## src/rtl/mpirq_ctrl.sv

```systemverilog
module mpirq_ctrl #(
  parameter int NCPU = 4
) (
  input  logic                 clk,
  input  logic                 rst_n,
  input  logic [15:0]          irq_in,
  input  logic                 ack_valid,
  input  logic [1:0]           ack_cpu,
  input  logic [3:0]           ack_level,
  input  logic [NCPU-1:0]      pwrdn_set,
  input  logic [7:0]           reg_addr,
  input  logic                 reg_wr,
  input  logic [31:0]          reg_wdata,
  output logic [31:0]          reg_rdata,
  output logic [4*NCPU-1:0]    cpu_level
);

  localparam logic [15:0] LVL_MASK = 16'hFFFE;
  localparam logic [15:0] ENA_MASK = 16'h7FFE;

  logic [15:0] pend, bcast;
  logic [15:0] mask  [NCPU];
  logic [15:0] force_r [NCPU];
  logic [NCPU-1:0] pwd;

  wire unused_wdata = ^reg_wdata[31:16];

  logic        wr_clr, wr_bc, wr_st;
  logic [NCPU-1:0] wr_mask, wr_force, ack_hit;
  logic [15:0] ack_bit, ack_fhit, irq_p, irq_f, wd16;

  assign wd16   = reg_wdata[15:0];
  assign wr_clr = reg_wr && reg_addr == 8'h0C;
  assign wr_bc  = reg_wr && reg_addr == 8'h14;
  assign wr_st  = reg_wr && reg_addr == 8'h10;
  assign irq_p  = irq_in & LVL_MASK & ~bcast;
  assign irq_f  = irq_in & LVL_MASK & bcast;
  assign ack_bit = (ack_valid && ack_level != 4'd0 && int'(ack_cpu) < NCPU)
                   ? (16'd1 << ack_level) : 16'd0;

  always_comb begin
    ack_fhit = '0;
    for (int n = 0; n < NCPU; n++) begin
      wr_mask[n]  = reg_wr && reg_addr == 8'(8'h40 + 4*n);
      wr_force[n] = reg_wr && (reg_addr == 8'(8'h80 + 4*n) || (n == 0 && reg_addr == 8'h08));
      ack_hit[n]  = ack_cpu == 2'(n);
      if (ack_hit[n]) ack_fhit = force_r[n] & ack_bit;
    end
  end

  always_ff @(posedge clk) begin
    if (!rst_n) begin
      pend  <= '0;
      bcast <= '0;
      pwd   <= '0;
      for (int n = 0; n < NCPU; n++) begin
        mask[n]    <= '0;
        force_r[n] <= '0;
      end
    end else begin
      pend <= ((pend & ~(wr_clr ? wd16 : 16'd0) & ~(ack_bit & ~ack_fhit)) | irq_p) & LVL_MASK;
      if (wr_bc) bcast <= wd16 & LVL_MASK;
      pwd <= (pwd | pwrdn_set) & ~(wr_st ? reg_wdata[NCPU-1:0] : '0);
      for (int n = 0; n < NCPU; n++) begin
        if (wr_mask[n]) mask[n] <= wd16 & ENA_MASK;
        force_r[n] <= ((wr_force[n] ? wd16 : (force_r[n] & ~(ack_hit[n] ? ack_bit : 16'd0)))
                      | irq_f) & LVL_MASK;
      end
    end
  end

  always_comb begin
    for (int n = 0; n < NCPU; n++) begin
      logic [15:0] act;
      act = (pend | force_r[n]) & mask[n] & LVL_MASK;
      cpu_level[4*n +: 4] = 4'd0;
      for (int l = 1; l < 16; l++)
        if (act[l]) cpu_level[4*n +: 4] = 4'(l);
    end
  end

  always_comb begin
    reg_rdata = '0;
    case (reg_addr)
      8'h04: reg_rdata = {16'd0, pend};
      8'h08: reg_rdata = {16'd0, force_r[0]};
      8'h10: begin
        reg_rdata[31:28] = 4'(NCPU - 1);
        reg_rdata[NCPU-1:0] = pwd;
      end
      8'h14: reg_rdata = {16'd0, bcast};
      default: begin
        for (int n = 0; n < NCPU; n++) begin
          if (reg_addr == 8'(8'h40 + 4*n)) reg_rdata = {16'd0, mask[n]};
          if (reg_addr == 8'(8'h80 + 4*n)) reg_rdata = {16'd0, force_r[n]};
        end
      end
    endcase
  end

  AST_STATUS_COUNT: assert property (@(posedge clk) disable iff (!rst_n)
    reg_addr == 8'h10 |-> reg_rdata[31:28] == 4'(NCPU - 1));

  for (genvar n = 0; n < NCPU; n++) begin : g_chk
    AST_LVL_ENABLED: assert property (@(posedge clk) disable iff (!rst_n)
      cpu_level[4*n +: 4] != 4'd0 |-> mask[n][cpu_level[4*n +: 4]]);
    AST_LVL_SOURCE: assert property (@(posedge clk) disable iff (!rst_n)
      cpu_level[4*n +: 4] != 4'd0 |-> (pend[cpu_level[4*n +: 4]] || force_r[n][cpu_level[4*n +: 4]]));
    for (genvar l = 1; l < 16; l++) begin : g_lvl
      AST_BCAST_FORCE: assert property (@(posedge clk) disable iff (!rst_n)
        irq_in[l] && bcast[l] |=> force_r[n][l]);
      AST_ACK_FORCE_FIRST: assert property (@(posedge clk) disable iff (!rst_n)
        ack_valid && ack_level == 4'(l) && ack_cpu == 2'(n) && force_r[n][l]
        && !irq_in[l] && !wr_force[n] |=> !force_r[n][l] && pend[l] == $past(pend[l]) || $past(wr_clr));
    end
  end

  for (genvar l = 1; l < 16; l++) begin : g_pend
    AST_ARRIVAL_PEND: assert property (@(posedge clk) disable iff (!rst_n)
      irq_in[l] && !bcast[l] |=> pend[l]);
  end

endmodule

```

## config.mk

```make
export PLATFORM = sky130hd
export DESIGN_NAME = mpirq_ctrl
export DESIGN_NICKNAME = d
export VERILOG_FILES = /design/src/rtl/mpirq_ctrl.sv
export SDC_FILE = /design/constraint.sdc
export NUM_CORES = 1
export LEC_CHECK = 0
export ABC_AREA = 1
export BUFFER_PORTS_ARGS = -buffer_cell sky130_fd_sc_hd__buf_2
export CAP_MARGIN = 15
export CORE_MARGIN = 2
export CORE_UTILIZATION = 53
export DETAILED_ROUTE_END_ITERATION = 16
export PLACE_DENSITY = 0.77
export SYNTH_ARGS = -nofsm -noshare
export SYNTH_HDL_FRONTEND = slang
export SYNTH_SLANG_ARGS = --single-unit
```

## constraint.sdc

```tcl
create_clock -name clk -period 2.6 [get_ports clk]
set_input_delay 0.26 -clock clk [delete_from_list [all_inputs] [get_ports clk]]
set_output_delay 0.26 -clock clk [all_outputs]
set_load 0.005 [all_outputs]
```

; Word-level counts from Yosys, hierarchy flattened
; Memories as Yosys holds them, arrays and structs flattened.
; Cells that the tools add are included.
[totals]
romBits = 0
output_inout_bits = 48
ramBits = 116
memories = 2
register_bits = 35
inputBits = 70
latch_bits = 0
[classes]
n_mul = 0
n_eq_ne = 16
n_bitwise = 45
reduce_logical = 16
shifts = 1
muxes = 108
n_addsub = 0
order_cmp = 0
n_div = 0
[mem_list]
columns = name, words, width, rd, rd_clocked_by_memory_dff, write_ports, line_no
row1 = force_r, 4, 15, 4, 0, 4, 23  ; logic [15:0] force_r [NCPU];
row2 = mask, 4, 14, 4, 0, 4, 22  ; logic [15:0] mask [NCPU];
[op_table]
columns = cell, n
row1 = $and A16 B16 Y16, 17
row2 = $mux W16, 15
row3 = $mux W4, 57
row4 = $mux W32, 7
row5 = $or A16 B16 Y16, 9
row6 = $not A16 Y16, 8
row7 = $pmux W24 S4, 1
row8 = $mux W15, 4
row9 = $mux W14, 4
row10 = $eq A8 B7 Y1 const B, 4
row11 = $eq A8 B8 Y1 const B, 4
row12 = $mux W1, 18
row13 = $eq A8 B4 Y1 const B, 2
row14 = $eq A8 B5 Y1 const B, 2
row15 = $pmux W4 S4, 1
row16 = $shl A1 B4 Y16 const A, 1
row17 = $logic_and A1 B1 Y1, 12
row18 = $eq A8 B3 Y1 const B, 1
row19 = $or A1 B1 Y1, 8
row20 = $pmux W4 S2, 1
row21 = $and A4 B4 Y4, 1
row22 = $eq A2 B2 Y1 const B, 2
row23 = $not A4 Y4, 1
row24 = $or A4 B4 Y4, 1
row25 = 5 further kinds, 5

; Depth between registers and ports, before layout
; Gate-level depths: netlist of the first run.
; An unclocked memory read counts as a cell.
[depth]
word_depth = 18
mapped_depth = 14
ltp_nobuf = 14

; Worst setup path after synthesis of the first run
; OpenSTA, ideal clock, no wires.
[synth_timing]
path_kind = input-to-reg
startpoint = input port reg_addr[5]
endpoint = memory mask[1][0] (netlist bit), enable pin
setup_time_ns = 0.404
stages = 8
path_slack_ns = 0.149
required_ns = 2.196
arrival_time_ns = 2.047
cell_sequence = inv_1 > nand2_1 > nor3_4 > inv_2 > nor2_4 > inv_2 > buf_2 > o21ai_0
[synth_lines]
columns = element, line_no
row1 = "start, declared", 11  ; input logic [7:0] reg_addr,
row2 = "end, declared", 22

; Worst setup path after layout of the first run
[layout_timing]
startpoint = register pend[1]
endpoint = output port cpu_level[0]
[layout_via]
elab_chain_len = 17
[layout_lines]
columns = element, line_no
row1 = "start, declared", 21  ; logic [15:0] pend, bcast;
row2 = "start signal, assigned", 61  ; pend <= ((pend & ~(wr_clr ? wd16 : 16'd0) & ~(ack_bit & ~ack_fhit)) | irq_p) & LVL_MASK;
row3 = $or A16 B16 Y16, 75  ; act = (pend | force_r[n]) & mask[n] & LVL_MASK;
row4 = $and A16 B16 Y16, 75
row5 = $mux W1, 78  ; if (act[l]) cpu_level[4*n +: 4] = 4'(l);
row6 = $mux W4 (14 in a row), 78
row7 = "end, declared", 15  ; output logic [4*NCPU-1:0] cpu_level
; No other way between the ends.

==> flow_summary.yaml, run 1 <==
detailed_routing:
  drt_iter0_markers: 1677
  drtAntennaViolNets: 0
  routed_wirelength_microns: 33480
  drt_first_pass_iters: 6
  via_per_inst: 6.085
  vias: 9717
  drc: 0
  wire_per_inst_microns: 20.96
yosys:
  synth.area.top_cells: "dfxtp_1 (21%), edfxtp_1 (19%), nand2_1 (14%)"
  synth.most_common_cell: "nand2_1"
  yosysTopAreaCell: "dfxtp_1"
  async_flop_share: 0
  synth-edff-count: 56
  yosys.area.top_type_share: 0.2131
  synthCells: 1273
  synth_commonest_cells: "nand2_1 (319), inv_1 (164), nor2_1 (154)"
  synth.distinct_cells: 39
  synth_flop_cell: "dfxtp_1"
  syn_area_sq_um: 8832
  synth-seq-cells: 150
  yosysWarningCount: 0
  seq_area_frac_synth: 0.4035
  avgSynthCellArea_sq_um: 6.938
setup_path:
  worst-setup-path-type: "flop to output pin"
  required_ns: 2.34
  r2r_cells: 6
  crit_chain: "nor2_1, nor2_1, nand2_1, nand2_1, nand2_1, nand2_1, nand2_1, nand2_1, nand2_1, nand2_1, nand2_1, nand2_1, nand2_1, a21oi_1, buf_2"
  r2r_start: "force_r[0][10]$_SDFF_PN0_"
  cp_slowest_stage_delay_ns: 0.49
  r2r_setup_slack_ns: 1.35
  crit_fanout: 6
  arrival_ns: 2.14
  end_kind: "output pin"
  r2r_end: "pend[11]$_SDFF_PN0_"
  startpoint_type: "flop"
  slowest_stage: "dfxtp_1"
  crit_path_frequent_cell: "nand2_1"
sta:
  post-route-period-util: 0.9237
  max_freq_mhz: 416.4
  rsz0062_at_grt: "no"
  maxSlewViolCount: 0
  setup_tns_ns: 0
  period_minus_slack_ns: 2.402
  tightest_slew_ns: 0.7382
  setup_viol: 0
  maxSlewHeadroom: 0.5041
  fin_skew_ns: 0.008745
  finalHoldViolCount: 0
flow_run:
  maxCapViolations: 0
cts:
  root_buffer: "clkbuf_16"
  insertion_delay_ns: 0.44
  htreeDepth: 4
  clkTransAtPathRegs_ns: 0.07
  postCtsSetupBuffers: 0
  clock_path_buffers: 2
  cts_num_sinks: 150
  cts_tree: "yes"
  numCtsBuffers: 17
run_status:
  run_status: "complete, no violations"
global_route:
  grt_pass1_wl_microns: 50110
  gr-total-overflow: 0
  antenna_found_initial: 0
  grt_max_degree: 37
  grt_use_total: 0.3729
  grt_pass1_vias: 8912
placed_design:
  hpwlAfterDp_microns: 24190
  gp_congestion: 1.026
  port_buffers: 86
worst_hold_path:
  worstHoldStart: "pwrdn_set[1]"
  holdPathStages: 3
  hold_end: "pwd[1]$_SDFF_PN0_"
  hold_path.class: "primary input to flop"
final_layout:
  utilization: 0.6150
  layout.nets: 1434
  area_growth_pct: 14.25
  diodes: 0
  drive_gt1_frac: 0.1358
pwr:
  p_per_area_nw_per_um2: 551.4
  leakage_nw: 4.069
  ir_drop_mv: 0.4743
floorplanning:
  core_area_sq_um: 16410
  io_pins: 118
  die_x_microns: 133.1
  rows: 47
  start_util: 0.5383
  die_h_microns: 133.1
  dieArea_sq_um: 17710
per-layer routing:
layer,share of wire,global-route usage
met1,0.40,0.5176
met2,0.42,0.5291
met4,0.040,0.1608
met5,0.0018,0.02778
met3,0.14,0.1248
cells in the final DEF (no fill, tap or decap), drive strengths merged:
master    count
o21ai        71
a32oi         3
o31ai         9
clkbuf       18
o211ai       27
nor3         14
clkinv        4
inv         189
a31oi        58
a21oi        82
a211oi        1
nand3b        2
o2bb2ai       1
o2111ai      17
dfxtp        94
conb         14
a221oi        4
o221ai       11
nand4         9
nand2       323
clkinvlp      3
o22ai        19
and2          5
buf         119
o211a         1
nand3        53
edfxtp       56
a21boi        5
nor2        162
a22o          1
nor4          2
metrics by stage:
step,cells,cell area (sq um),worst slack [ns],hold slack [ns],total power [mW]
3_3_place_gp,1564,9515,0.1973,0.4735,3.168
5_1_grt,1597,10090,0.09134,0.05811,5.708
4_1_cts,1596,10070,0.1459,0.04164,5.532
3_5_place_dp,1564,9515,0.1428,0.4815,3.175
6_report,1597,10090,0.1984,0.04289,5.564
2_1_floorplan,1286,8881,0.1485,0.3933,2.922
power breakdown:
group	switching (mW)	internal [mW]
logic	0.409	0.186
registers	0.0593	2.50
clock network	1.13	1.27
logic make-up (layout without fill, tap and decap cells):
group,Yosys count,after routing,synth area share
AO/OA/AOI/OAI,310,310,0.2148
AND/OR/NAND/NOR,569,570,0.2669
buffers and inverters,243,333,0.1145
other,1,14,0.0004246
flip-flops,150,150,0.4035
cell type report:
| class | count | area [sq um] |
|---|---|---|
| Fill cell | 1497 | 6316 |
| Multi-Input combinational cell | 894 | 4337 |
| Sequential cell | 150 | 3563 |
| Inverter | 182 | 683.2 |
| Timing Repair Buffer | 119 | 678.2 |
| Clock buffer | 18 | 439.2 |
| Tap cell | 220 | 275.3 |
| Clock inverter | 14 | 115.1 |
sequential cells by signal, indices dropped and copies added, names as in the netlist:
name / count
bcast: 15
force_r: 60
pwd: 4
pend: 15
mask: 56
critical path, delay by kind of cell (launching register included):
family                 cells  cell delay, ns
AOI/OAI and AO/OA          1            0.15
buffers and inverters      1            0.14
DFF                        1            0.49
and+or+nand+nor           13            0.94
timing repair:
item / CTS / global route
hold buffers: 0 / 0
endpoints found under the hold margin: 0 / 0
resized for setup: 0 / 1
setup endpoints to repair: 0 / 7
how the worst max path moves through the flow:
stage / slack (ns) / end / startpoint / depth (start not counted)
2_1_floorplan: 0.15 / mask[1][0]$_SDFFCE_PN0P_ / reg_addr[5] / 8
3_3_place_gp: 0.20 / reg_rdata[6] / reg_addr[0] / 11
3_5_place_dp: 0.14 / reg_rdata[6] / reg_addr[0] / 11
4_1_cts: 0.15 / reg_rdata[6] / reg_addr[0] / 11
5_1_grt: 0.09 / cpu_level[0] / pend[1]$_SDFF_PN0_ / 15
6_report: 0.20 / cpu_level[0] / pend[1]$_SDFF_PN0_ / 15
(Power assumes the default switching activity.)
==> run 2, diff against run 1 <==
- MAX_ROUTING_LAYER: default -> met4
- SLEW_MARGIN: default -> 5
==> flow_summary.yaml, run 2 (synthesis results as in run 1) <==
worst_hold_path:
  hold_path.class: "primary input to flop"
sta:
  rsz0062_at_grt: "no"
  setup_tns_ns: 0
  finalHoldViolCount: 0
  tightest_slew_ns: 0.6410
  fin_skew_ns: 0.008614
  max_freq_mhz: 415.4
  maxSlewHeadroom: 0.5727
  post-route-period-util: 0.9260
  setup_viol: 0
  maxSlewViolCount: 0
  holdWs_ns: 0.03175
  period_minus_slack_ns: 2.407
placed_design:
  port_buffers: 86
  hpwlAfterDp_microns: 23880
  dp.cells: 1564
  gp_congestion: 1.058
  post_dp_cell_area_sq_um: 9540
cts:
  hold_buffers: 0
  clock_path_buffers: 2
  insertion_delay_ns: 0.44
  cts_resized: 0
  postCtsSetupBuffers: 0
  numCtsBuffers: 17
  root_buffer: "clkbuf_16"
  cts_tree: "yes"
  clkTransAtPathRegs_ns: 0.07
  cts_num_sinks: 150
  htreeDepth: 4
floorplanning:
  core_area_sq_um: 16410
  die_h_microns: 133.1
  io_pins: 118
  rows: 47
  dieArea_sq_um: 17710
  start_util: 0.5383
  die_x_microns: 133.1
setup_path:
  worst-setup-path-type: "flop to output pin"
  crit_chain: "nor2_1, nor2_1, nand2_1, nand2_1, nand2_1, nand2_1, nand2_1, nand2_1, nand2_1, nand2_1, nand2_1, nand2_1, nand2_1, a21oi_1, buf_2"
  arrival_ns: 2.15
  startpoint_type: "flop"
  crit_path_frequent_cell: "nand2_1"
  crit_fanout: 6
  end_kind: "output pin"
  cp_slowest_stage_delay_ns: 0.47
  required_ns: 2.34
  slowest_stage: "dfxtp_1"
global_route:
  grt_use_total: 0.3807
  grt_max_degree: 31
  grt_pass1_wl_microns: 49570
  grt_pass1_vias: 8755
  antenna_found_initial: 0
  gr-total-overflow: 0
detailed_routing:
  wire_per_inst_microns: 20.37
  drt_iter0_markers: 1322
  routed_wirelength_microns: 32490
  drtAntennaViolNets: 0
  drt_first_pass_iters: 6
  vias: 9674
  via_per_inst: 6.065
  drc: 0
final_layout:
  area_growth_pct: 14.59
  final_common_cell: "nand2_1"
  drive_gt1_frac: 0.1338
  top_regs: "force_r: 60 flops, mask: 56 flops"
  final_cell_mix: "nand2_1 (319), inv_1 (164), nor2_1 (154)"
  finalNonFillerCells: 1595
  layout.nets: 1433
  design_area_sq_um: 10120
  largest_register_ffs: 60
  regMostFlops: "force_r"
  diodes: 0
pwr:
  ir_drop_mv: 0.6553
  leakage_nw: 4.088
  p_per_area_nw_per_um2: 561.5
  p_total_mw: 5.683
flow_run:
  maxCapViolations: 0
run_status:
  run_status: "complete, no violations"
-- run 2: report_power, final --
group / switching [mW] / internal, mW
Combinational: 0.407 / 0.189
Sequential: 0.0574 / 2.50
Clock: 1.06 / 1.47
-- run 2: metal layers --
| metal | global-route usage | routed length (microns) |
|---|---|---|
| met3 | 0.1320 | 4963 |
| met1 | 0.5155 | 13050 |
| met5 | - | 0 |
| met4 | 0.1318 | 1099 |
| met2 | 0.5308 | 13370 |
-- run 2: through the flow --
stage,util,setup slack [ns]
5_1_grt,0.6169,0.08981
3_3_place_gp,0.5815,0.4356
4_1_cts,0.6169,0.2484
3_5_place_dp,0.5815,0.4446
2_1_floorplan,-,0.1485
6_report,0.6169,0.1925
-- run 2: area by class of cell --
| class | count | area (sq um) |
|---|---|---|
| fillers | 1533 | 6286 |
| repair buffers | 119 | 703.2 |
| clock inverters | 11 | 121.4 |
| inverters | 182 | 683.2 |
| multi-input cells | 893 | 4315 |
| flip-flops and latches | 150 | 3563 |
| clock buffers | 20 | 459.2 |
| well taps | 220 | 275.3 |
-- run 2: worst max-delay path, delay by kind of cell, from the launching register on --
| family | cells | cell delay, ns |
|---|---|---|
| compound gates | 1 | 0.18 |
| buf+inv | 1 | 0.15 |
| flops | 1 | 0.47 |
| simple gates | 13 | 0.93 |
-- run 2: final timing paths --
check	startpoint	to	slack (ns)	cells past startpoint
worst max-delay path	pend[1]$_SDFF_PN0_	cpu_level[0]	0.19	15
worst min-delay path	pwrdn_set[1]	pwd[1]$_SDFF_PN0_	0.03	3
worst max register to register	force_r[0][10]$_SDFF_PN0_	pend[11]$_SDFF_PN0_	1.32	6
worst min register to register	bcast[1]$_SDFFE_PN0P_	bcast[1]$_SDFFE_PN0P_	0.50	2
